===== src/rtl/gpio_pkg.sv =====
package gpio_pkg;
  localparam int unsigned OFS_PA_DATA = 0;
  localparam int unsigned OFS_PB_DATA = 1;
  localparam int unsigned OFS_PA_DIR  = 2;
  localparam int unsigned OFS_MODE    = 3;

  typedef enum logic [2:0] {
    SEL_NONE,
    SEL_PA,
    SEL_PB,
    SEL_DIR,
    SEL_MODE
  } rdSel_e;

  typedef struct packed {
    logic   wrData;
    logic   wrDir;
    logic   wrMode;
    rdSel_e rdSel;
  } strobe_t;
endpackage


===== src/rtl/gpio_sync.sv =====
module gpio_sync #(
  parameter int unsigned WIDTH  = 8,
  parameter int unsigned STAGES = 2
) (
  input  logic             clk,
  input  logic             rstN,
  input  logic [WIDTH-1:0] asyncIn,
  output logic [WIDTH-1:0] syncOut
);
  logic [WIDTH-1:0] stageQ [STAGES];

  always_ff @(posedge clk or negedge rstN) begin
    if (!rstN) begin
      for (int s = 0; s < STAGES; s++) stageQ[s] <= '0;
    end else begin
      stageQ[0] <= asyncIn;
      for (int s = 1; s < STAGES; s++) stageQ[s] <= stageQ[s-1];
    end
  end

  assign syncOut = stageQ[STAGES-1];
endmodule


===== src/rtl/gpio_ctrl.sv =====
module gpio_ctrl
  import gpio_pkg::*;
#(
  parameter int unsigned ADDR_W = 4
) (
  input  logic [ADDR_W-1:0] regAddr,
  input  logic              regWrEn,
  output strobe_t           strobe
);
  always_comb begin
    strobe = '{wrData: 1'b0, wrDir: 1'b0, wrMode: 1'b0, rdSel: SEL_NONE};
    case (regAddr)
      ADDR_W'(OFS_PA_DATA): begin
        strobe.wrData = regWrEn;
        strobe.rdSel  = SEL_PA;
      end
      ADDR_W'(OFS_PB_DATA): strobe.rdSel = SEL_PB;
      ADDR_W'(OFS_PA_DIR): begin
        strobe.wrDir = regWrEn;
        strobe.rdSel = SEL_DIR;
      end
      ADDR_W'(OFS_MODE): begin
        strobe.wrMode = regWrEn;
        strobe.rdSel  = SEL_MODE;
      end
      default: ;
    endcase
  end
endmodule


===== src/rtl/gpio_datapath.sv =====
module gpio_datapath
  import gpio_pkg::*;
#(
  parameter int unsigned PORT_W      = 8,
  parameter int unsigned MUX_W       = 3,
  parameter int unsigned SYNC_STAGES = 2
) (
  input  logic              clk,
  input  logic              rstN,
  input  strobe_t           strobe,
  input  logic [PORT_W-1:0] regWrData,
  output logic [PORT_W-1:0] regRdData,
  input  logic [PORT_W-1:0] portAIn,
  input  logic [PORT_W-1:0] portBIn,
  output logic [PORT_W-1:0] portAOut,
  output logic [PORT_W-1:0] portAOe,
  input  logic [MUX_W-1:0]  muxAddrIn,
  input  logic              muxAddrLoad
);
  localparam logic [PORT_W-1:0] MUX_MASK = PORT_W'((1 << MUX_W) - 1);

  logic [PORT_W-1:0] dataLatch;
  logic [PORT_W-1:0] dirReg;
  logic              muxMode;
  logic [MUX_W-1:0]  muxLatch;
  logic [PORT_W-1:0] syncA;
  logic [PORT_W-1:0] syncB;
  logic [PORT_W-1:0] readA;

  // Port data latch: deliberately without reset
  always_ff @(posedge clk) begin
    if (strobe.wrData) dataLatch <= regWrData;
  end

  always_ff @(posedge clk or negedge rstN) begin
    if (!rstN) begin
      dirReg  <= '0;
      muxMode <= 1'b0;
    end else begin
      if (strobe.wrDir)  dirReg  <= regWrData;
      if (strobe.wrMode) muxMode <= regWrData[0];
    end
  end

  always_ff @(posedge clk or negedge rstN) begin
    if (!rstN)            muxLatch <= '0;
    else if (muxAddrLoad) muxLatch <= muxAddrIn;
  end

  gpio_sync #(.WIDTH(PORT_W), .STAGES(SYNC_STAGES)) u_syncA (
    .clk(clk), .rstN(rstN), .asyncIn(portAIn), .syncOut(syncA)
  );
  gpio_sync #(.WIDTH(PORT_W), .STAGES(SYNC_STAGES)) u_syncB (
    .clk(clk), .rstN(rstN), .asyncIn(portBIn), .syncOut(syncB)
  );

  // Override widens the enables and substitutes the low data bits
  always_comb begin
    portAOe  = dirReg;
    portAOut = dataLatch;
    if (muxMode) begin
      portAOe  = dirReg | MUX_MASK;
      portAOut = (dataLatch & ~MUX_MASK) | PORT_W'(muxLatch);
    end
  end

  assign readA = (portAOut & portAOe) | (syncA & ~portAOe);

  always_comb begin
    case (strobe.rdSel)
      SEL_PA:   regRdData = readA;
      SEL_PB:   regRdData = syncB;
      SEL_DIR:  regRdData = dirReg;
      SEL_MODE: regRdData = PORT_W'(muxMode);
      default:  regRdData = '0;
    endcase
  end

  p_dir_oe_r2: assert property (@(posedge clk) disable iff (!rstN)
    !muxMode |-> portAOe == dirReg);
  p_dir_hold_r2: assert property (@(posedge clk) disable iff (!rstN)
    !strobe.wrDir |=> $stable(dirReg));
  p_out_read_r4: assert property (@(posedge clk) disable iff (!rstN)
    (strobe.rdSel == SEL_PA && !muxMode) |-> ((regRdData ^ dataLatch) & dirReg) == '0);
  p_mux_oe_r5: assert property (@(posedge clk) disable iff (!rstN)
    muxMode |-> (portAOe & MUX_MASK) == MUX_MASK);
  p_mux_read_r6: assert property (@(posedge clk) disable iff (!rstN)
    (muxMode && strobe.rdSel == SEL_PA) |-> regRdData[MUX_W-1:0] == muxLatch);
  p_mux_load_r7: assert property (@(posedge clk) disable iff (!rstN)
    muxAddrLoad |=> muxLatch == $past(muxAddrIn));
  p_mux_hold_r7: assert property (@(posedge clk) disable iff (!rstN)
    !muxAddrLoad |=> $stable(muxLatch));
  p_unmapped_r10: assert property (@(posedge clk) disable iff (!rstN)
    strobe.rdSel == SEL_NONE |-> regRdData == '0);
endmodule


===== src/rtl/gpio_mux_port.sv =====
module gpio_mux_port
  import gpio_pkg::*;
#(
  parameter int unsigned PORT_W      = 8,
  parameter int unsigned MUX_W       = 3,
  parameter int unsigned ADDR_W      = 4,
  parameter int unsigned SYNC_STAGES = 2
) (
  input  logic              clk,
  input  logic              rstN,
  input  logic [ADDR_W-1:0] regAddr,
  input  logic              regWrEn,
  input  logic [PORT_W-1:0] regWrData,
  output logic [PORT_W-1:0] regRdData,
  input  logic [PORT_W-1:0] portAIn,
  input  logic [PORT_W-1:0] portBIn,
  output logic [PORT_W-1:0] portAOut,
  output logic [PORT_W-1:0] portAOe,
  input  logic [MUX_W-1:0]  muxAddrIn,
  input  logic              muxAddrLoad
);
  strobe_t strobe;

  gpio_ctrl #(.ADDR_W(ADDR_W)) u_ctrl (
    .regAddr(regAddr), .regWrEn(regWrEn), .strobe(strobe)
  );

  gpio_datapath #(.PORT_W(PORT_W), .MUX_W(MUX_W), .SYNC_STAGES(SYNC_STAGES)) u_dp (
    .clk(clk), .rstN(rstN), .strobe(strobe), .regWrData(regWrData),
    .regRdData(regRdData), .portAIn(portAIn), .portBIn(portBIn),
    .portAOut(portAOut), .portAOe(portAOe), .muxAddrIn(muxAddrIn),
    .muxAddrLoad(muxAddrLoad)
  );
endmodule


===== config.mk =====
export PLATFORM = sky130hd
export DESIGN_NAME = gpio_mux_port
export DESIGN_NICKNAME = d
export VERILOG_FILES = /design/src/rtl/gpio_pkg.sv /design/src/rtl/gpio_sync.sv /design/src/rtl/gpio_ctrl.sv /design/src/rtl/gpio_datapath.sv /design/src/rtl/gpio_mux_port.sv
export SDC_FILE = /design/constraint.sdc
export NUM_CORES = 1
export LEC_CHECK = 0
export ABC_CLOCK_PERIOD_IN_PS = 2029
export BUFFER_PORTS_ARGS = -buffer_cell sky130_fd_sc_hd__buf_2
export CORE_ASPECT_RATIO = 0.7
export CORE_MARGIN = 2
export CORE_UTILIZATION = 53
export DETAILED_ROUTE_END_ITERATION = 12
export PLACE_DENSITY = 0.81
export SLEW_MARGIN = 10
export SYNTH_ARGS = -nofsm -noshare
export SYNTH_HDL_FRONTEND = slang
export SYNTH_SLANG_ARGS = --single-unit

===== constraint.sdc =====
create_clock -name clk -period 2.03 [get_ports clk]
set_input_delay 0.406 -clock clk [delete_from_list [all_inputs] [get_ports clk]]
set_output_delay 0.406 -clock clk [all_outputs]
set_load 0.01 [all_outputs]

==> reports/summary.txt, run 1 <==
Run status: finished with violations
Failing checks: hold timing
First-pass iteration count of the detailed router: 4
Slew margin rel.: 0.690
RSZ-0062 raised after global routing: true
Area after DPL: 2190 um^2
Post-route cell area: 2320 um^2
Cells along the critical path: or2_2 > mux2i_2 > o211ai_1 > buf_2
Synth Area in Adders: 0
Clock period minus worst slack: 2.02 ns
Setup ws final: 0.0131 ns
Worst-path maximum fanout: 3
Clock Root Buffer: clkbuf_8
Final Wtd Congestion: 0.807
CTS buffer count: 5
Final number of hold-violating endpoints: 6
CP max stage cell: dfrtp_2
Synth area leaders: dfrtp_1 (57%), edfxtp_1 (13%), mux2_2 (9.4%), buf_4 (3.9%), o211ai_1 (2.3%)
Overflow after GRT: 0
Slew @ Worst Pin: 0.465 ns
CP bufs+invs: 1
Initial Utilization: 0.550
Initial antenna violation count: 0
WHS: -0.00232 ns
Nets: 214
CTS tree: yes
Crit path kind: register to primary output
Power per Cell Area: 941 nW/um^2
Die height: 54.4 um
Worst hold path type: input pin to asynchronous set/reset pin
GRT Total Usage: 0.172
# hold bufs at CTS: 0
Clk sinks: 52
Area of the multi-input gates: 462 um^2
Count of state elements after synthesis: 52
Largest family of logic cells by synthesized area: multiplexers
Fin Setup TNS: 0 ns
Remaining antenna violation count after routing: 0
Worst R2R Setup Slack: 1.09 ns
Core ar.: 3490 um^2
Worst r2r src: u_dp.muxMode$_DFFE_PN0P_
Mux share of post-synthesis cell area: 0.110
Area delta synth->final: 20.9%
Clock Latency Late Sink: 0.29 ns
Syn_nets: 160
Worst reg2reg path endpoint: u_dp.muxMode$_DFFE_PN0P_
Max cap viols: 0
Warnings from Yosys: 0
Crit path capture type: primary output
Die width: 75.9 um
CP arrival: 1.61 ns
Via/cell ratio: 5.04
DP Wirelength: 2.66 mm
Yosys cell types: 25
Worst-path clk slew: 0.09 ns
Synth Area in Simple Gates: 0.0541
Row count: 18
Mean post-synth cell area: 15.4 um^2
Xor-xnor portion of the synthesized cell area: 0
Layout cell share with drive strength beyond 1: 0.522
Register area share after synthesis: 0.699
Max Clock Freq: 496 MHz
Iter 0 DRT Violations: 32
# setup viols final: 0
Final wirelength: 3.48 mm
Remaining DRCs: 0
Compound-Gate Fraction of Synth Area: 0.0737
IO Pins: 59
Critical Path Stages: 4
Vias: 1,159
Leakage power: 1.07 nW
Critical Path Max Stage Delay: 0.44 ns
Cell count after synthesis: 125
Final Max Tran Viols: 0
CP delay by family, top: flip-flops
I/O Buffers: 58
Ant diodes: 0
Buffers from clock root to sink, at most: 2
Area share of the largest cell type after synthesis: 0.574
DR WL/cell: 15.1 um
Reg2Reg Depth: 2
Largest net degree at the start of global routing: 18
Final cell count without fillers: 230
First-pass GRT wire length: 5.09 mm
H-tree depth: 2
Fin crit share: 0.994
VDD IR max: 614 uV
Yosys top cell by area: dfrtp_1
Post-synthesis cell area: 1920 um^2
Req. time, crit path: 1.62 ns
Vias in the first global route: 1,089
Dpl cells: 221
Critical path capture point: regRdData[0]
Layout Skew: 0.00193 ns
Filler cells: 250
Critical Path Start Type: register
Seq. cell area: 1340 um^2
Dpl ws: 0.136 ns
Worst setup path startpoint: u_dp.muxMode$_DFFE_PN0P_
Die area: 4130 um^2
## registers in the layout, summed over array words and instances, names as in the netlist
register and count:
u_dp.u_syncB.stageQ 8, u_dp.muxMode 1, u_dp.u_syncA.syncOut 8, u_dp.muxLatch 3, u_dp.dataLatch 8, u_dp.u_syncA.stageQ 8
u_dp.dirReg 8, u_dp.u_syncB.syncOut 8
## stage by stage
stage / hold slack (ns) / util / total power, mW
finish: -0.00232 / 0.665 / 2.18
CTS: 0.00281 / 0.657 / 2.17
detailed placement: 0.323 / 0.627 / 1.54
global placement: 0.319 / 0.627 / 1.52
floorplan: 0.110 / - / 1.42
global route: 0.000351 / 0.665 / 2.29
## cells in the final DEF (no fill, tap or decap), drive strengths merged
cell and instances:
buf 61, mux2i 3, edfxtp 8, mux2 16, a32oi 5, nand3 3
o22ai 2, nand2 1, a22oi 2, or2 4, nand4 1, a21oi 5
dfrtp 44, o211ai 6, inv 7, nor2b 2, and3 1, nor2 2
clkbuf 7
## per-layer routing
layer	wire length (um)	up-vias	GRT usage
li1	-	542	-
met5	0	-	0
met4	51	0	0.100
met1	1480	580	0.200
met2	1790	33	0.296
met3	147	4	0.0528
## report_power, final
group          internal, mW  switching [mW]  leakage, nW
Combinational         0.180           0.164        0.429
Sequential             1.14          0.0595        0.589
Clock                 0.323           0.316       0.0540
## cells by family (layout without fill, tap and decap cells)
| family | Yosys count | count (layout) |
|---|---|---|
| AND/OR/NAND/NOR | 14 | 14 |
| buffers and inverters | 20 | 75 |
| flip-flops | 52 | 52 |
| multiplexers | 19 | 19 |
| AO/OA/AOI/OAI | 20 | 20 |
## synthesized netlist by cell type
cell type,number
dfrtp_1,44
mux2_2,16
buf_4,10
edfxtp_1,8
inv_1,6
o211ai_1,6
a21oi_1,5
a32oi_1,5
or2_2,4
mux2i_1,3
a22oi_1,2
nand3_1,2
o22ai_1,2
and3_1,1
buf_2,1
buf_6,1
clkbuf_1,1
clkbuf_2,1
nand2_1,1
nand3_4,1
nand4_1,1
nor2_1,1
nor2_4,1
nor2b_1,1
nor2b_4,1
## layout make-up
class / count / share of cell area
Sequential cell: 52 / 0.578
Multi-Input combinational cell: 53 / 0.199
Timing Repair Buffer: 61 / 0.140
Clock buffer: 7 / 0.0420
Tap cell: 50 / 0.0270
Inverter: 6 / 0.00970
Clock inverter: 1 / 0.00377
## repair_timing
action,in CTS,in global routing
endpoints found under the setup margin,1,2
resized for setup,1,2
pin swaps,0,2
setup buffers,0,1
gates cloned,0,0
## how the worst min path moves through the flow
stage | start | to | slack, ns
5_1_grt | rstN | u_dp.u_syncA.stageQ[15]$_DFF_PN0_ | 0.0004
3_5_place_dp | rstN | u_dp.u_syncA.stageQ[15]$_DFF_PN0_ | 0.32
3_3_place_gp | rstN | u_dp.u_syncB.stageQ[13]$_DFF_PN0_ | 0.32
4_1_cts | rstN | u_dp.u_syncA.syncOut[6]$_DFF_PN0_ | 0.003
2_1_floorplan | rstN | u_dp.dirReg[0]$_DFFE_PN0P_ | 0.11
6_report | rstN | u_dp.u_syncA.stageQ[15]$_DFF_PN0_ | -0.002
(Power assumes the default switching activity.)
==> run 2: changes to the inputs <==
Settings changed: ABC_AREA set to 1, CORE_UTILIZATION 53 to 54, PLACE_DENSITY 0.81 to 0.82.
==> reports/summary.txt, run 2 <==
Slew @ Worst Pin: 0.528 ns (+0.0627 ns)
First-pass iteration count of the detailed router: 4 (unchanged)
Final Wtd Congestion: 0.845 (+4.7%)
Max cap viols: 0 (unchanged)
Worst r2r src: u_dp.muxMode$_DFFE_PN0P_
Iter 0 DRT Violations: 103 (+220%)
Combinational share of power: 0.145 (-0.012)
Worst reg2reg path endpoint: u_dp.muxMode$_DFFE_PN0P_
Dpl cells: 289 (+31%)
Post-synth EDFFs: 8 (unchanged)
Fin Setup TNS: 0 ns (unchanged)
Most common cell after layout, fill and taps aside: buf_2
Core ar.: 3540 um^2 (+1.3%)
Post-synthesis cell area: 2000 um^2 (+4.2%)
CTS buffer count: 5 (unchanged)
Clock Root Buffer: clkbuf_8
Overflow after GRT: 0 (unchanged)
I/O Buffers: 58 (unchanged)
Final wirelength: 3.64 mm (+4.7%)
Crit path capture type: primary output
Final number of hold-violating endpoints: 0 (-6)
Run status: complete, no violations
H-tree depth: 2 (unchanged)
Post-synth top flop: dfrtp_1
Vias in the first global route: 1,264 (+16%)
Setup Fix Bufs, Post-CTS: 0 (unchanged)
Ant diodes: 0 (unchanged)
DP Wirelength: 2.66 mm (+0.18%)
CP arrival: 1.44 ns (-0.17 ns)
VDD IR max: 615 uV (about the same)
Clock Latency Late Sink: 0.30 ns (about the same)
Initial Utilization: 0.566 (+0.0160)
IO Pins: 59 (unchanged)
Most common cell in the netlist: nand2_1
Final cell count without fillers: 297 (+29%)
Syn_nets: 226 (+41%)
Most frequent cells in the layout: buf_2 (58), nand2_1 (57), dfrtp_1 (44)
Yosys top cell by area: dfrtp_1
Initial antenna violation count: 0 (unchanged)
Worst R2R Setup Slack: 1.27 ns (+0.18 ns)
Worst-path maximum fanout: 14 (+11)
Via/cell ratio: 4.90 (-2.8%)
Critical Path Stages: 9 (+5)
Share of power burned in registers: 0.579 (+0.029)
PostCTS Resize Cnt: 0 (-1)
Fin crit share: 0.912 (-0.0820)
Layout cell share with drive strength beyond 1: 0.316 (-0.206)
Buffers from clock root to sink, at most: 2 (unchanged)
Clock group share of total power: 0.276 (-0.017)
Die area: 4220 um^2 (+2.2%)
Nets: 281 (+31%)
Pint: 1.50 mW (-8.7%)
Mean post-synth cell area: 10.5 um^2 (-32%)
Max Clock Freq: 540 MHz (+9.0%)
Net Sw Frac: 0.269 (+0.0215)
CTS tree: yes
Count of state elements after synthesis: 52 (unchanged)
First-pass GRT wire length: 5.85 mm (+15%)
Slew margin rel.: 0.648 (-0.0418)
Cell count after synthesis: 191 (+53%)
Crit path kind: input pin to primary output
Die height: 54.9 um (+1.1%)
Area share of the largest cell type after synthesis: 0.550 (-0.0233)
Die width: 76.8 um (+1.1%)
Final Max Tran Viols: 0 (unchanged)
Area delta synth->final: 19.1%
Net Sw Power: 0.551 mW (+2.2%)
Synth cell count leaders: nand2_1 (57), dfrtp_1 (44), nand3_1 (27)
Register area share after synthesis: 0.670 (-0.0284)
Remaining DRCs: 0 (unchanged)
Reg2Reg Depth: 2 (unchanged)
DR WL/cell: 12.3 um (-19%)
Power per Cell Area: 861 nW/um^2 (-8.5%)
Critical Path Start Type: input pin
Seq. cell area: 1340 um^2 (about the same)
Layout Skew: 0.00324 ns (+0.00132 ns)
Worst hold path type: input pin to asynchronous set/reset pin
Largest net degree at the start of global routing: 24 (+6)
Vias: 1,454 (+25%)
Leakage power: 1.24 nW (+15%)
Area of the multi-input gates: 487 um^2 (+5.4%)
Synth area leaders: dfrtp_1 (55%), edfxtp_1 (12%), nand2_1 (11%), nand3_1 (6.8%), buf_4 (3.8%)
Critical Path Max Stage Delay: 0.33 ns (-0.11 ns)
Clock period minus worst slack: 1.85 ns (-0.167 ns)
CP max stage cell: nor2_4
Cells along the critical path: buf_2 > inv_1 > nand2_1 > nor2_4 > nand2_1 > nand2_1 > inv_1 > nand2_1 > buf_2
Filler cells: 288 (+15%)
CP delay by family, top: simple AND/OR/NAND/NOR gates
Warnings from Yosys: 0 (unchanged)
# hold bufs at CTS: 0 (unchanged)
Req. time, crit path: 1.62 ns (about the same)
Remaining antenna violation count after routing: 0 (unchanged)
# setup viols final: 0 (unchanged)
Clk sinks: 52 (unchanged)
Yosys cell types: 19 (-24%)
Critical path capture point: regRdData[2]
Async set-reset flop share out of synthesis: 0.846 (unchanged)
RSZ-0062 raised after global routing: false
CP bufs+invs: 4 (+3)
GRT Total Usage: 0.192 (+0.0208)
Most used cell, CP: nand2_1
Worst-path clk slew: 0.09 ns (about the same)
Row count: 18 (unchanged)
Worst setup path startpoint: regAddr[2]
-- run 2: cell types whose count changed after synthesis, sizes merged, moves of 5 or more --
| cell | change |
|---|---|
| nand2 | +57 |
| nand3 | +24 |
| inv | +13 |
| mux2 | -13 |
| nor2 | +7 |
| o21ai | +6 |
| a21oi | -5 |
| a32oi | -5 |
| o211ai | -5 |
-- run 2: worst min-delay path by stage --
stage          slack, ns                                 to  cells after the start
4_1_cts             0.09  u_dp.u_syncA.syncOut[2]$_DFF_PN0_                      1
5_1_grt              0.1       u_dp.muxLatch[1]$_DFFE_PN0P_                      1
3_5_place_dp        0.34  u_dp.u_syncA.syncOut[4]$_DFF_PN0_                      0
2_1_floorplan       0.11         u_dp.dirReg[0]$_DFFE_PN0P_                      0
3_3_place_gp        0.33  u_dp.u_syncB.syncOut[0]$_DFF_PN0_                      0
6_report            0.07  u_dp.u_syncB.syncOut[7]$_DFF_PN0_                      1
-- run 2: layout make-up --
type / count / share of cell area
well taps: 50 / 0.0262
multi-input cells: 106 / 0.204
repair buffers: 62 / 0.140
clock inverters: 2 / 0.00682
flip-flops and latches: 52 / 0.563
clock buffers: 6 / 0.0304
inverters: 19 / 0.0299
-- run 2: worst reg2reg max path: cells and delay by family, from the launching register on --
family             cells  cell delay (ns)
AOI/OAI and AO/OA      1             0.06
and+or+nand+nor        1             0.10
DFF                    1             0.49
-- run 2: cells by family after synthesis --
group	synth area share
multiplexers	0.0169
flip-flops	0.670
AND/OR/NAND/NOR	0.208
AO/OA/AOI/OAI	0.0188
buffers and inverters	0.0863
-- run 2: power by group through the flow --
| stage | sequential [mW] | clock (mW) | combinational, mW |
|---|---|---|---|
| 6_report | 1.19 | 0.566 | 0.298 |
| 5_1_grt | 1.20 | 0.628 | 0.343 |
| 4_1_cts | 1.19 | 0.584 | 0.303 |
| 3_5_place_dp | 1.21 | 0 | 0.302 |
| 3_3_place_gp | 1.21 | 0 | 0.296 |
| 2_1_floorplan | 1.19 | 0 | 0.201 |
-- run 2: routing by layer --
layer  GRT usage  vias up  routed length [um]
met5           0        -                   0
met4      0.0455        0                  22
met3      0.0779        6                 400
met2       0.319       72                1690
met1       0.246      673                1530
li1            -      703                   -
-- run 2: per-stage QoR --
step	util	instance area, um^2	total power [mW]	worst slack (ns)	hold slack [ns]
5_1_grt	0.674	2380	2.17	0.0271	0.0987
3_5_place_dp	0.649	2290	1.51	0.194	0.336
2_1_floorplan	-	2000	1.39	0.370	0.110
3_3_place_gp	0.649	2290	1.50	0.266	0.331
4_1_cts	0.674	2380	2.07	0.177	0.0873
6_report	0.674	2380	2.05	0.180	0.0745
==> run 3: changes to the inputs <==
Settings changed: RECOVER_POWER set to 25.
==> reports/summary.txt, run 3 (synthesis results as in run 2) <==
Most used cell, CP: nand2_1
# setup viols final: 0 (unchanged)
WHS: 0.0741 ns (-0.000400 ns)
Final Max Tran Viols: 0 (unchanged)
Dpl cells: 289 (unchanged)
Worst reg2reg path endpoint: u_dp.muxMode$_DFFE_PN0P_
Row count: 18 (unchanged)
Leakage power: 1.23 nW (-0.67%)
Critical Path Start Type: register
Remaining DRCs: 0 (unchanged)
Vias: 1,446 (-0.55%)
Core ar.: 3540 um^2 (unchanged)
PostCTS Resize Cnt: 0 (unchanged)
Iter 0 DRT Violations: 103 (unchanged)
Layout cell share with drive strength beyond 1: 0.304 (-0.0121)
Max cap viols: 0 (unchanged)
DP Wirelength: 2.66 mm (unchanged)
Final cell count without fillers: 297 (unchanged)
# hold bufs at CTS: 0 (unchanged)
Post-route cell area: 2380 um^2 (-0.16%)
Area after DPL: 2290 um^2 (unchanged)
Die width: 76.8 um (unchanged)
CTS buffer count: 5 (unchanged)
Most common cell after layout, fill and taps aside: nand2_1
Area delta synth->final: 18.9%
Grt met1 use: 0.246 (unchanged)
Worst R2R Setup Slack: 1.27 ns (about the same)
IO Pins: 59 (unchanged)
Power per Cell Area: 862 nW/um^2 (+0.12%)
Initial antenna violation count: 0 (unchanged)
Clock period minus worst slack: 1.85 ns (-0.00384 ns)
Slew @ Worst Pin: 0.527 ns (-0.00115 ns)
Most frequent cells in the layout: nand2_1 (57), buf_2 (55), dfrtp_1 (44)
Max Clock Freq: 542 MHz (+0.21%)
Clk sinks: 52 (unchanged)
I/O Buffers: 58 (unchanged)
CP max stage cell: dfrtp_1
Vias in the first global route: 1,264 (unchanged)
Setup Fix Bufs, Post-CTS: 0 (unchanged)
Die area: 4220 um^2 (unchanged)
Reg2Reg Depth: 2 (unchanged)
Worst r2r src: u_dp.muxMode$_DFFE_PN0P_
Fin Setup TNS: 0 ns (unchanged)
Remaining antenna violation count after routing: 0 (unchanged)
Nets: 281 (unchanged)
Fin crit share: 0.910 (-0.00189)
Final number of hold-violating endpoints: 0 (unchanged)
Crit path kind: register to primary output
Req. time, crit path: 1.62 ns (about the same)
CTS tree: yes
Crit path capture type: primary output
GR Layer Usage met3: 0.0779 (unchanged)
Worst hold path type: input pin to asynchronous set/reset pin
Run status: complete, no violations
GRT Total Usage: 0.192 (unchanged)
Largest net degree at the start of global routing: 24 (unchanged)
Critical Path Max Stage Delay: 0.49 ns (+0.16 ns)
Initial Utilization: 0.566 (unchanged)
Final wirelength: 3.65 mm (+0.19%)
First-pass GRT wire length: 5.85 mm (unchanged)
CP arrival: 1.44 ns (about the same)
Buffers from clock root to sink, at most: 2 (unchanged)
Worst-path maximum fanout: 8 (-6)
DR WL/cell: 12.3 um (+0.19%)
H-tree depth: 2 (unchanged)
Slew margin rel.: 0.649 (+0.000765)
GR Util met2: 0.319 (unchanged)
Via/cell ratio: 4.87 (-0.55%)
Layout Skew: 0.00321 ns (-0.0000378 ns)
Overflow after GRT: 0 (unchanged)
GR peak layer: met2
RSZ-0062 raised after global routing: false
Clock Root Buffer: clkbuf_8
Worst-path clk slew: 0.09 ns (about the same)
Die height: 54.9 um (unchanged)
VDD IR max: 615 uV (about the same)
Clock Latency Late Sink: 0.30 ns (about the same)
Cells along the critical path: inv_2 > nand2_1 > or2_0 > nand3_1 > nand2_1 > buf_2
Ant diodes: 0 (unchanged)
First-pass iteration count of the detailed router: 4 (unchanged)
Final Wtd Congestion: 0.845 (unchanged)
[run 3: changes by cell type in the layout (fill, tap and decap cells not counted), sizes merged]
cell,delta
buf,-3
clkbuf,+3
[run 3: worst max-delay path by stage]
| stage | startpoint | endpoint | slack (ns) | depth (start not counted) |
|---|---|---|---|---|
| finish | u_dp.muxMode$_DFFE_PN0P_ | regRdData[0] | 0.18 | 6 |
| CTS | u_dp.muxMode$_DFFE_PN0P_ | regRdData[0] | 0.18 | 6 |
| global route | u_dp.muxMode$_DFFE_PN0P_ | regRdData[0] | 0.03 | 6 |
| detailed placement | regAddr[2] | regRdData[2] | 0.19 | 9 |
| floorplan | regWrEn | u_dp.dataLatch[0]$_DFFE_PP_ | 0.37 | 2 |
| global placement | regAddr[0] | regRdData[1] | 0.27 | 9 |
[run 3: stage by stage]
stage          utilization  worst slack [ns]  total power, mW
2_1_floorplan            -             0.370             1.39
3_3_place_gp         0.649             0.266             1.50
3_5_place_dp         0.649             0.194             1.51
4_1_cts              0.674             0.177             2.07
5_1_grt              0.673            0.0271             2.17
6_report             0.673             0.183             2.05
[run 3: per-layer routing]
metal | routed length (um) | vias to the layer above
li1 | - | 703
met1 | 1580 | 680
met2 | 1680 | 57
met3 | 359 | 6
met4 | 26 | 0
met5 | 0 | -
[run 3: final cells by class]
type                    instances  area (um^2)
flip-flops and latches         52         1340
repair buffers                 62          329
fillers                       291         1160
inverters                      19         71.3
multi-input cells             106          487
clock inverters                 2         16.3
clock buffers                   6         72.6
well taps                      50         62.6
[run 3: power by group]
part	internal, mW	switching (mW)	total, mW	leakage (nW)
Clock	0.245	0.321	0.566	0.0414
Combinational	0.121	0.176	0.297	0.594
Sequential	1.13	0.0538	1.19	0.595
Total	1.50	0.551	2.05	1.23
[run 3: critical path: cells and delay by family, from the launching register on]
kind	cells	cell delay [ns]
flip-flops	1	0.49
AND/OR/NAND/NOR	4	0.39
buffers and inverters	2	0.26
